--- src/rtl/spim_pkg.sv ---
`timescale 1ns/1ps
package spim_pkg;
   typedef enum logic [1:0] {SH_IDLE, SH_RUN, SH_PUSH} sh_state_t;

   localparam logic [1:0] ADDR_CTRL = 2'd0;
   localparam logic [1:0] ADDR_DATA = 2'd1;
   localparam logic [1:0] ADDR_DIV  = 2'd2;

   localparam int B_CPHA    = 2;
   localparam int B_CPOL    = 3;
   localparam int B_CLR_TX  = 4;
   localparam int B_CLR_RX  = 5;
   localparam int B_GPOL    = 6;
   localparam int B_RUN     = 7;
   localparam int B_IE_DONE = 9;
   localparam int B_IE_HIGH = 10;
   localparam int B_POL_LO  = 21;
endpackage

--- src/rtl/spim_fifo.sv ---
`timescale 1ns/1ps
module spim_fifo #(
   parameter int DEPTH = 16,
   parameter int WIDTH = 8,
   localparam int AW = $clog2(DEPTH)
) (
   input  logic             clk,
   input  logic             rst_n,
   input  logic             flush,
   input  logic             push,
   input  logic [WIDTH-1:0] din,
   input  logic             pop,
   output logic [WIDTH-1:0] dout,
   output logic [AW:0]      count,
   output logic             full,
   output logic             empty
);
   logic [WIDTH-1:0] mem [DEPTH];
   logic [AW-1:0]    wp, rp;
   logic             do_push, do_pop;

   assign full    = (count == (AW+1)'(DEPTH));
   assign empty   = (count == '0);
   assign do_push = push && !full;
   assign do_pop  = pop && !empty;
   assign dout    = mem[rp];

   always_ff @(posedge clk) begin
      if (do_push && !flush) mem[wp] <= din;
   end

   always_ff @(posedge clk) begin
      if (!rst_n || flush) begin
         wp    <= '0;
         rp    <= '0;
         count <= '0;
      end else begin
         if (do_push) wp <= wp + 1'b1;
         if (do_pop)  rp <= rp + 1'b1;
         count <= count + (AW+1)'(do_push) - (AW+1)'(do_pop);
      end
   end
endmodule

--- src/rtl/spim_shifter.sv ---
`timescale 1ns/1ps
module spim_shifter
   import spim_pkg::*;
#(
   parameter int BITS  = 8,
   parameter int CNT_W = 15,
   localparam int EDGE_W = $clog2(2*BITS)
) (
   input  logic             clk,
   input  logic             rst_n,
   input  logic             en,
   input  logic             cpha,
   input  logic [CNT_W-1:0] half_m1,
   input  logic             tx_empty,
   input  logic [BITS-1:0]  tx_byte,
   output logic             tx_pop,
   input  logic             rx_full,
   output logic             rx_push,
   output logic [BITS-1:0]  rx_byte,
   output logic             phase,
   output logic             mosi,
   input  logic             miso,
   output logic             busy
);
   sh_state_t         state;
   logic [CNT_W-1:0]  cnt;
   logic [EDGE_W-1:0] edg;
   logic [BITS-1:0]   sh, rxsh;

   assign tx_pop  = en && (state == SH_IDLE) && !tx_empty;
   assign rx_push = en && (state == SH_PUSH) && !rx_full;
   assign rx_byte = rxsh;
   assign busy    = (state != SH_IDLE);

   always_ff @(posedge clk) begin
      if (!rst_n) begin
         state <= SH_IDLE;
         cnt   <= '0;
         edg   <= '0;
         sh    <= '0;
         rxsh  <= '0;
         phase <= 1'b0;
         mosi  <= 1'b0;
      end else if (!en) begin
         state <= SH_IDLE;
         phase <= 1'b0;
         cnt   <= '0;
         edg   <= '0;
      end else begin
         case (state)
            SH_IDLE: if (!tx_empty) begin
               state <= SH_RUN;
               cnt   <= half_m1;
               edg   <= '0;
               if (cpha) sh <= tx_byte;
               else begin
                  mosi <= tx_byte[BITS-1];
                  sh   <= {tx_byte[BITS-2:0], 1'b0};
               end
            end
            SH_RUN: if (cnt != '0) cnt <= cnt - 1'b1;
            else begin
               cnt   <= half_m1;
               phase <= ~phase;
               edg   <= edg + 1'b1;
               if (phase == cpha) rxsh <= {rxsh[BITS-2:0], miso};
               else begin
                  mosi <= sh[BITS-1];
                  sh   <= {sh[BITS-2:0], 1'b0};
               end
               if (edg == EDGE_W'(2*BITS-1)) state <= SH_PUSH;
            end
            SH_PUSH: if (!rx_full) state <= SH_IDLE;
            default: state <= SH_IDLE;
         endcase
      end
   end
endmodule

--- src/rtl/spi_master_ctrl.sv ---
`timescale 1ns/1ps
module spi_master_ctrl
   import spim_pkg::*;
#(
   parameter int FIFO_DEPTH = 16,
   parameter int HIGH_WATER = 12,
   parameter int DIV_W      = 16,
   localparam int NUM_CS    = 3,
   localparam int AW        = $clog2(FIFO_DEPTH)
) (
   input  logic        clk,
   input  logic        rst_n,
   input  logic [1:0]  bus_addr,
   input  logic        bus_wr,
   input  logic        bus_rd,
   input  logic [31:0] bus_wdata,
   output logic [31:0] bus_rdata,
   output logic        irq,
   output logic        spi_sclk,
   output logic        spi_mosi,
   input  logic        spi_miso,
   output logic [2:0]  spi_cs
);
   if ((FIFO_DEPTH & (FIFO_DEPTH - 1)) != 0 || FIFO_DEPTH < 2) begin : g_bad_depth
      $error("FIFO_DEPTH must be a power of two of at least 2");
   end
   if (HIGH_WATER < 1 || HIGH_WATER > FIFO_DEPTH) begin : g_bad_level
      $error("HIGH_WATER must lie in 1..FIFO_DEPTH");
   end
   if (DIV_W < 2 || DIV_W > 16) begin : g_bad_div
      $error("DIV_W must lie in 2..16");
   end

   logic [1:0]        sel_q;
   logic              cpha_q, cpol_q, gpol_q, run_q, ie_done_q, ie_high_q;
   logic [NUM_CS-1:0] pol_q, cs_lvl;
   logic [DIV_W-1:0]  div_q;
   logic [DIV_W-2:0]  half_m1;

   logic            wr_ctrl, wr_data, rd_data;
   logic            flush_tx, flush_rx;
   logic            tx_full, tx_empty, rx_full, rx_empty, tx_pop, rx_push, rx_pop;
   logic [AW:0]     tx_count, rx_count;
   logic [7:0]      tx_head, rx_head, rx_byte;
   logic            phase, busy, drained, high;
   logic            unused_bus;

   assign wr_ctrl  = bus_wr && (bus_addr == ADDR_CTRL);
   assign wr_data  = bus_wr && (bus_addr == ADDR_DATA);
   assign rd_data  = bus_rd && (bus_addr == ADDR_DATA);
   assign flush_tx = wr_ctrl && bus_wdata[B_CLR_TX];
   assign flush_rx = wr_ctrl && bus_wdata[B_CLR_RX];
   assign rx_pop   = rd_data;
   assign unused_bus = ^{bus_wdata[31:24], bus_wdata[20:11], bus_wdata[8], tx_count};

   always_ff @(posedge clk) begin
      if (!rst_n) begin
         sel_q <= '0; cpha_q <= 1'b0; cpol_q <= 1'b0; gpol_q <= 1'b0;
         run_q <= 1'b0; ie_done_q <= 1'b0; ie_high_q <= 1'b0;
         pol_q <= '0; div_q <= '0;
      end else begin
         if (wr_ctrl) begin
            sel_q     <= bus_wdata[1:0];
            cpha_q    <= bus_wdata[B_CPHA];
            cpol_q    <= bus_wdata[B_CPOL];
            gpol_q    <= bus_wdata[B_GPOL];
            run_q     <= bus_wdata[B_RUN];
            ie_done_q <= bus_wdata[B_IE_DONE];
            ie_high_q <= bus_wdata[B_IE_HIGH];
            pol_q     <= bus_wdata[B_POL_LO +: NUM_CS];
         end
         if (bus_wr && bus_addr == ADDR_DIV) div_q <= bus_wdata[DIV_W-1:0];
      end
   end

   // Half period is div/2 core cycles; the 0 reload wraps to the largest count.
   assign half_m1 = div_q[DIV_W-1:1] - 1'b1;

   spim_fifo #(.DEPTH(FIFO_DEPTH), .WIDTH(8)) u_txq (
      .clk, .rst_n, .flush(flush_tx), .push(wr_data), .din(bus_wdata[7:0]),
      .pop(tx_pop), .dout(tx_head), .count(tx_count), .full(tx_full), .empty(tx_empty));

   spim_fifo #(.DEPTH(FIFO_DEPTH), .WIDTH(8)) u_rxq (
      .clk, .rst_n, .flush(flush_rx), .push(rx_push), .din(rx_byte),
      .pop(rx_pop), .dout(rx_head), .count(rx_count), .full(rx_full), .empty(rx_empty));

   spim_shifter #(.BITS(8), .CNT_W(DIV_W-1)) u_shift (
      .clk, .rst_n, .en(run_q), .cpha(cpha_q), .half_m1,
      .tx_empty, .tx_byte(tx_head), .tx_pop,
      .rx_full, .rx_push, .rx_byte,
      .phase, .mosi(spi_mosi), .miso(spi_miso), .busy);

   assign spi_sclk = cpol_q ^ phase;
   assign drained  = run_q && tx_empty && !busy;
   assign high     = (rx_count >= (AW+1)'(HIGH_WATER));
   assign irq      = (ie_done_q && drained) || (ie_high_q && high);

   for (genvar k = 0; k < NUM_CS; k++) begin : g_cs
      assign cs_lvl[k] = pol_q[k] | gpol_q;
      assign spi_cs[k] = (run_q && sel_q == 2'(k)) ? cs_lvl[k] : ~cs_lvl[k];
   end

   always_comb begin
      bus_rdata = '0;
      case (bus_addr)
         ADDR_CTRL: begin
            bus_rdata[1:0]                 = sel_q;
            bus_rdata[B_CPHA]              = cpha_q;
            bus_rdata[B_CPOL]              = cpol_q;
            bus_rdata[B_GPOL]              = gpol_q;
            bus_rdata[B_RUN]               = run_q;
            bus_rdata[B_IE_DONE]           = ie_done_q;
            bus_rdata[B_IE_HIGH]           = ie_high_q;
            bus_rdata[16]                  = drained;
            bus_rdata[17]                  = !rx_empty;
            bus_rdata[18]                  = !tx_full;
            bus_rdata[19]                  = high;
            bus_rdata[20]                  = rx_full;
            bus_rdata[B_POL_LO +: NUM_CS]  = pol_q;
         end
         ADDR_DATA: bus_rdata[7:0] = rx_head & {8{!rx_empty}};
         ADDR_DIV:  bus_rdata[DIV_W-1:0] = div_q;
         default:   bus_rdata = '0;
      endcase
   end
endmodule

--- config.mk ---
export PLATFORM = sky130hd
export DESIGN_NAME = spi_master_ctrl
export DESIGN_NICKNAME = d
export VERILOG_FILES = /design/src/rtl/spim_pkg.sv /design/src/rtl/spim_fifo.sv /design/src/rtl/spim_shifter.sv /design/src/rtl/spi_master_ctrl.sv
export SDC_FILE = /design/constraint.sdc
export NUM_CORES = 1
export LEC_CHECK = 0
export ABC_AREA = 1
export BUFFER_PORTS_ARGS = -buffer_cell sky130_fd_sc_hd__buf_4
export CELL_PAD_IN_SITES_DETAIL_PLACEMENT = 1
export CELL_PAD_IN_SITES_GLOBAL_PLACEMENT = 1
export CORE_ASPECT_RATIO = 1.5
export CORE_MARGIN = 1.5
export CORE_UTILIZATION = 48
export DETAILED_ROUTE_END_ITERATION = 16
export HOLD_SLACK_MARGIN = 0.06
export PLACE_DENSITY = 0.84
export SYNTH_ARGS = -nofsm -noshare
export SYNTH_HDL_FRONTEND = slang
export SYNTH_SLANG_ARGS = --single-unit
--- constraint.sdc ---
create_clock -name clk -period 3.1 [get_ports clk]
set_input_delay 0.62 -clock clk [delete_from_list [all_inputs] [get_ports clk]]
set_output_delay 0.62 -clock clk [all_outputs]
set_load 0.05 [all_outputs]
==> summary.txt <==
Min path
  • Min-Delay Path Depth: 3
  • Hold path startpoint: spi_miso
  • Hold Path End: u_shift.rx_byte[0]
  • Hold WC Path Type: input pin to register

Power
  • LEAKAGE: about 7.6 nW
  • Worst VDD drop: 524 uV
  • Final Power: about 12 mW
  • Cell Pwr Density: about 630 nW/um2

Placed design
  • DP Area: approximately 17,000 um2
  • DP HPWL: between 30 and 40 mm
  • Gpl congestion: about 0.89
  • PortBufs: between 50 and 60
  • Placed cell count: ~2,200

Yosys
  • Mapped Cells: 1,742
  • Synth Area in Simple Gates: 0.199
  • Most common cell in the netlist: nand2_1
  • Sequential area share after synthesis: 0.594
  • Post-synthesis mux area share: 0
  • Ys flop type: edfxtp_1
  • Largest family of logic cells by synthesized area: simple AND/OR/NAND/NOR gates
  • Most instantiated cells after synthesis: nand2_1 (358), edfxtp_1 (256), inv_1 (240)
  • Post-synth EDFFs: around 260
  • Cell taking the most area after synthesis: edfxtp_1
  • Synth top area share: 0.471
  • Synth cell types: between 40 and 50
  • Synth Area in Compound Gates: 0.0851
  • Yosys warning total: 0
  • Post-Synth XOR/XNOR Area: 0.0118
  • Fraction of the mapped netlist area in adder cells: 0.0270
  • Synth Cell Area: between 15,000 and 20,000 um2
  • Syn Area/Cell: 9.36 um2
  • Asr flop ratio synth: 0
  • Synth Register Bits: 356
  • Area contributors post-synth: edfxtp_1 (47%), dfxtp_1 (12%), nand2_1 (8.2%), inv_1 (5.5%), nand3_1 (5.5%)

STA
  • Setup TNS: 0 ps
  • Final Setup Violations: 0
  • Crit share post-route: 0.973
  • Final Hold Violating Endpoints: 0
  • Skew final: around 41 ps
  • Max-slew headroom: 0.423
  • Minimum clock period: around 3000 ps
  • Max Slew Vio Count: 0
  • Max Clk Rate: ~330 MHz
  • Worst slew pin tran: 865 ps
  • Min Hold Slack: approximately 340 ps

CTS
  • H-tree levels: 2
  • Root buffer cell: clkbuf_16
  • Sinks on Clock Net: 356
  • Num CTS Buffers: 36
  • CTS tree: done
  • Clock-pin transition on the worst setup and hold timing paths: ~60 ps
  • Clk_lat worst skew: 550 ps
  • CTS max path bufs: 3

Final layout
  • Fin cells: approximately 2,300
  • Antenna cell count: 0
  • Synthesis-to-finish area growth: 13.5%
  • # nets final: 1,886
  • Final instance area: 18,500 um2
  • Layout cells sized above 1: 0.108
  • FILL cells: roughly 3,700

GRT
  • Gr usage total: 0.272
  • Initial antenna violation count: 0
  • Vias in the first global route: 13,700
  • GR Overflow Total: 0
  • Largest net degree at the start of global routing: 71
  • First-pass GRT wire length: 74.0 mm

Die
  • Chip Height: 229 um
  • I/O pin cnt: between 70 and 80
  • Area of the core: 33,400 um2
  • DIE AREA: about 35,000 um2
  • Initial Utilization: 0.488
  • Rows: 82
  • Die Width: 154 um

Critical path
  • RR Endpoint: u_txq.count[4]
  • Flop-to-flop setup slack: between 200 and 250 ps
  • R2R Path Start: u_txq.count[2]
  • Crit path max fanout: 52
  • CP startpoint kind: register
  • WS Path Type: register to primary output
  • Worst path required time: 2480 ps
  • R2R depth: 17
  • Crit path DAT: ~2400 ps
  • CP endpoint kind: primary output

Route
  • Via count: approximately 13,000
  • Drt total wl: 46.9 mm
  • DR iter-0 viols: approximately 780
  • Detail Route Antenna Nets: 0
  • Pre-Repair DR Iteration Count: 5
  • Number of vias per cell: approximately 5.6
  • # DRC: 0
  • WL/cell: a little over 20 um

Status
  • Outcome: complete, no violations

Flow run
  • MaxCap Viol Count: 0
==> cells by family after synthesis <==
| logic type | count (synthesis) |
|---|---|
| compound gates | 250 |
| xor+xnor | 22 |
| fa+ha+maj | 34 |
| buf+inv | 323 |
| flops | 356 |
| other cells | 1 |
| simple gates | 756 |
==> stage by stage <==
stage,util,setup WS (ps)
2_1_floorplan,-,124
3_3_place_gp,0.515,206
3_5_place_dp,0.515,82.5
4_1_cts,0.552,69.7
5_1_grt,0.554,-10.4
6_report,0.554,83.3
==> per-layer routing <==
metal	track usage	up-vias	share of wire	routed length, um
met4	0.128	0	0.044	2080
met2	0.524	329	0.55	25900
met5	0	-	0	0
met3	0.0336	127	0.036	1690
li1	-	5896	-	-
met1	0.290	6277	0.37	17200
==> critical path, cell delays in order (launching register included) <==
cell and delay [ps]:
dfxtp_4 470, buf_16 240, nand2_1 90, o211ai_1 100
nand3_1 190, nand3_1 150, nand2_1 70, a21oi_1 180
nor2_1 110, buf_4 220
==> what timing repair did <==
item,4_1_cts,5_1_grt
resized for setup,1,5
hold buffers,0,0
buffers inserted,1,3
endpoints found under the setup margin,3,4
==> sequential cells by signal (all words and copies together) (netlist names), 2 cells and up, named ones only <==
register,count
u_txq.wp,4
u_rxq.rp,4
u_shift.rx_byte,8
u_shift.sh,8
u_shift.cnt,15
div_q,16
u_shift.state,2
u_rxq.count,5
u_rxq.mem,128
u_txq.rp,4
u_txq.count,5
pol_q,3
u_shift.edg,4
u_rxq.wp,4
u_txq.mem,128
sel_q,2
==> power by group <==
part | internal, mW | total [mW] | switching [mW]
combinational | 0.568 | 1.86 | 1.29
clock | 2.65 | 4.55 | 1.90
sequential | 5.16 | 5.24 | 0.0825
==> area by class of cell <==
| type | count | area [um2] | area share |
|---|---|---|---|
| flip-flops and latches | 356 | 9700 | 0.524 |
| clock buffers | 44 | 961 | 0.0519 |
| inverters | 247 | 927 | 0.0501 |
| well taps | 420 | 526 | 0.0284 |
| multi-input cells | 1070 | 5310 | 0.287 |
| clock inverters | 20 | 265 | 0.0143 |
| repair buffers | 102 | 827 | 0.0447 |
==> worst max-delay path by stage <==
stage / slack (ps) / depth (start not counted) / end
2_1_floorplan: 120 / 5 / bus_rdata[10]
3_3_place_gp: 210 / 16 / u_rxq.count[4]
6_report: 80 / 9 / bus_rdata[0]
4_1_cts: 70 / 8 / bus_rdata[4]
3_5_place_dp: 80 / 16 / u_rxq.count[4]
5_1_grt: -10 / 9 / bus_rdata[6]
==> cell usage in the layout (no fill, tap or decap), drive strengths merged, types with 2 or more instances in the layout <==
| cell type | Yosys | final |
|---|---|---|
| xnor2 | 6 | 6 |
| nand4 | 8 | 8 |
| nor2 | 172 | 172 |
| xor2 | 16 | 16 |
| or2 | 5 | 5 |
| inv | 245 | 246 |
| nand3 | 179 | 179 |
| fa | 2 | 2 |
| clkinvlp | 0 | 5 |
| edfxtp | 256 | 256 |
| buf | 48 | 102 |
| nand3b | 3 | 3 |
| o21ai | 100 | 100 |
| dfxtp | 100 | 100 |
| clkinv | 2 | 11 |
| nand2 | 365 | 365 |
| o211ai | 43 | 43 |
| o22ai | 4 | 4 |
| a31oi | 4 | 4 |
| bufinv | 0 | 5 |
| ha | 32 | 32 |
| conb | 1 | 8 |
| nor3 | 21 | 21 |
| a21oi | 94 | 94 |
| clkbuf | 28 | 44 |
Note: power is estimated with default switching activity, not from simulation.
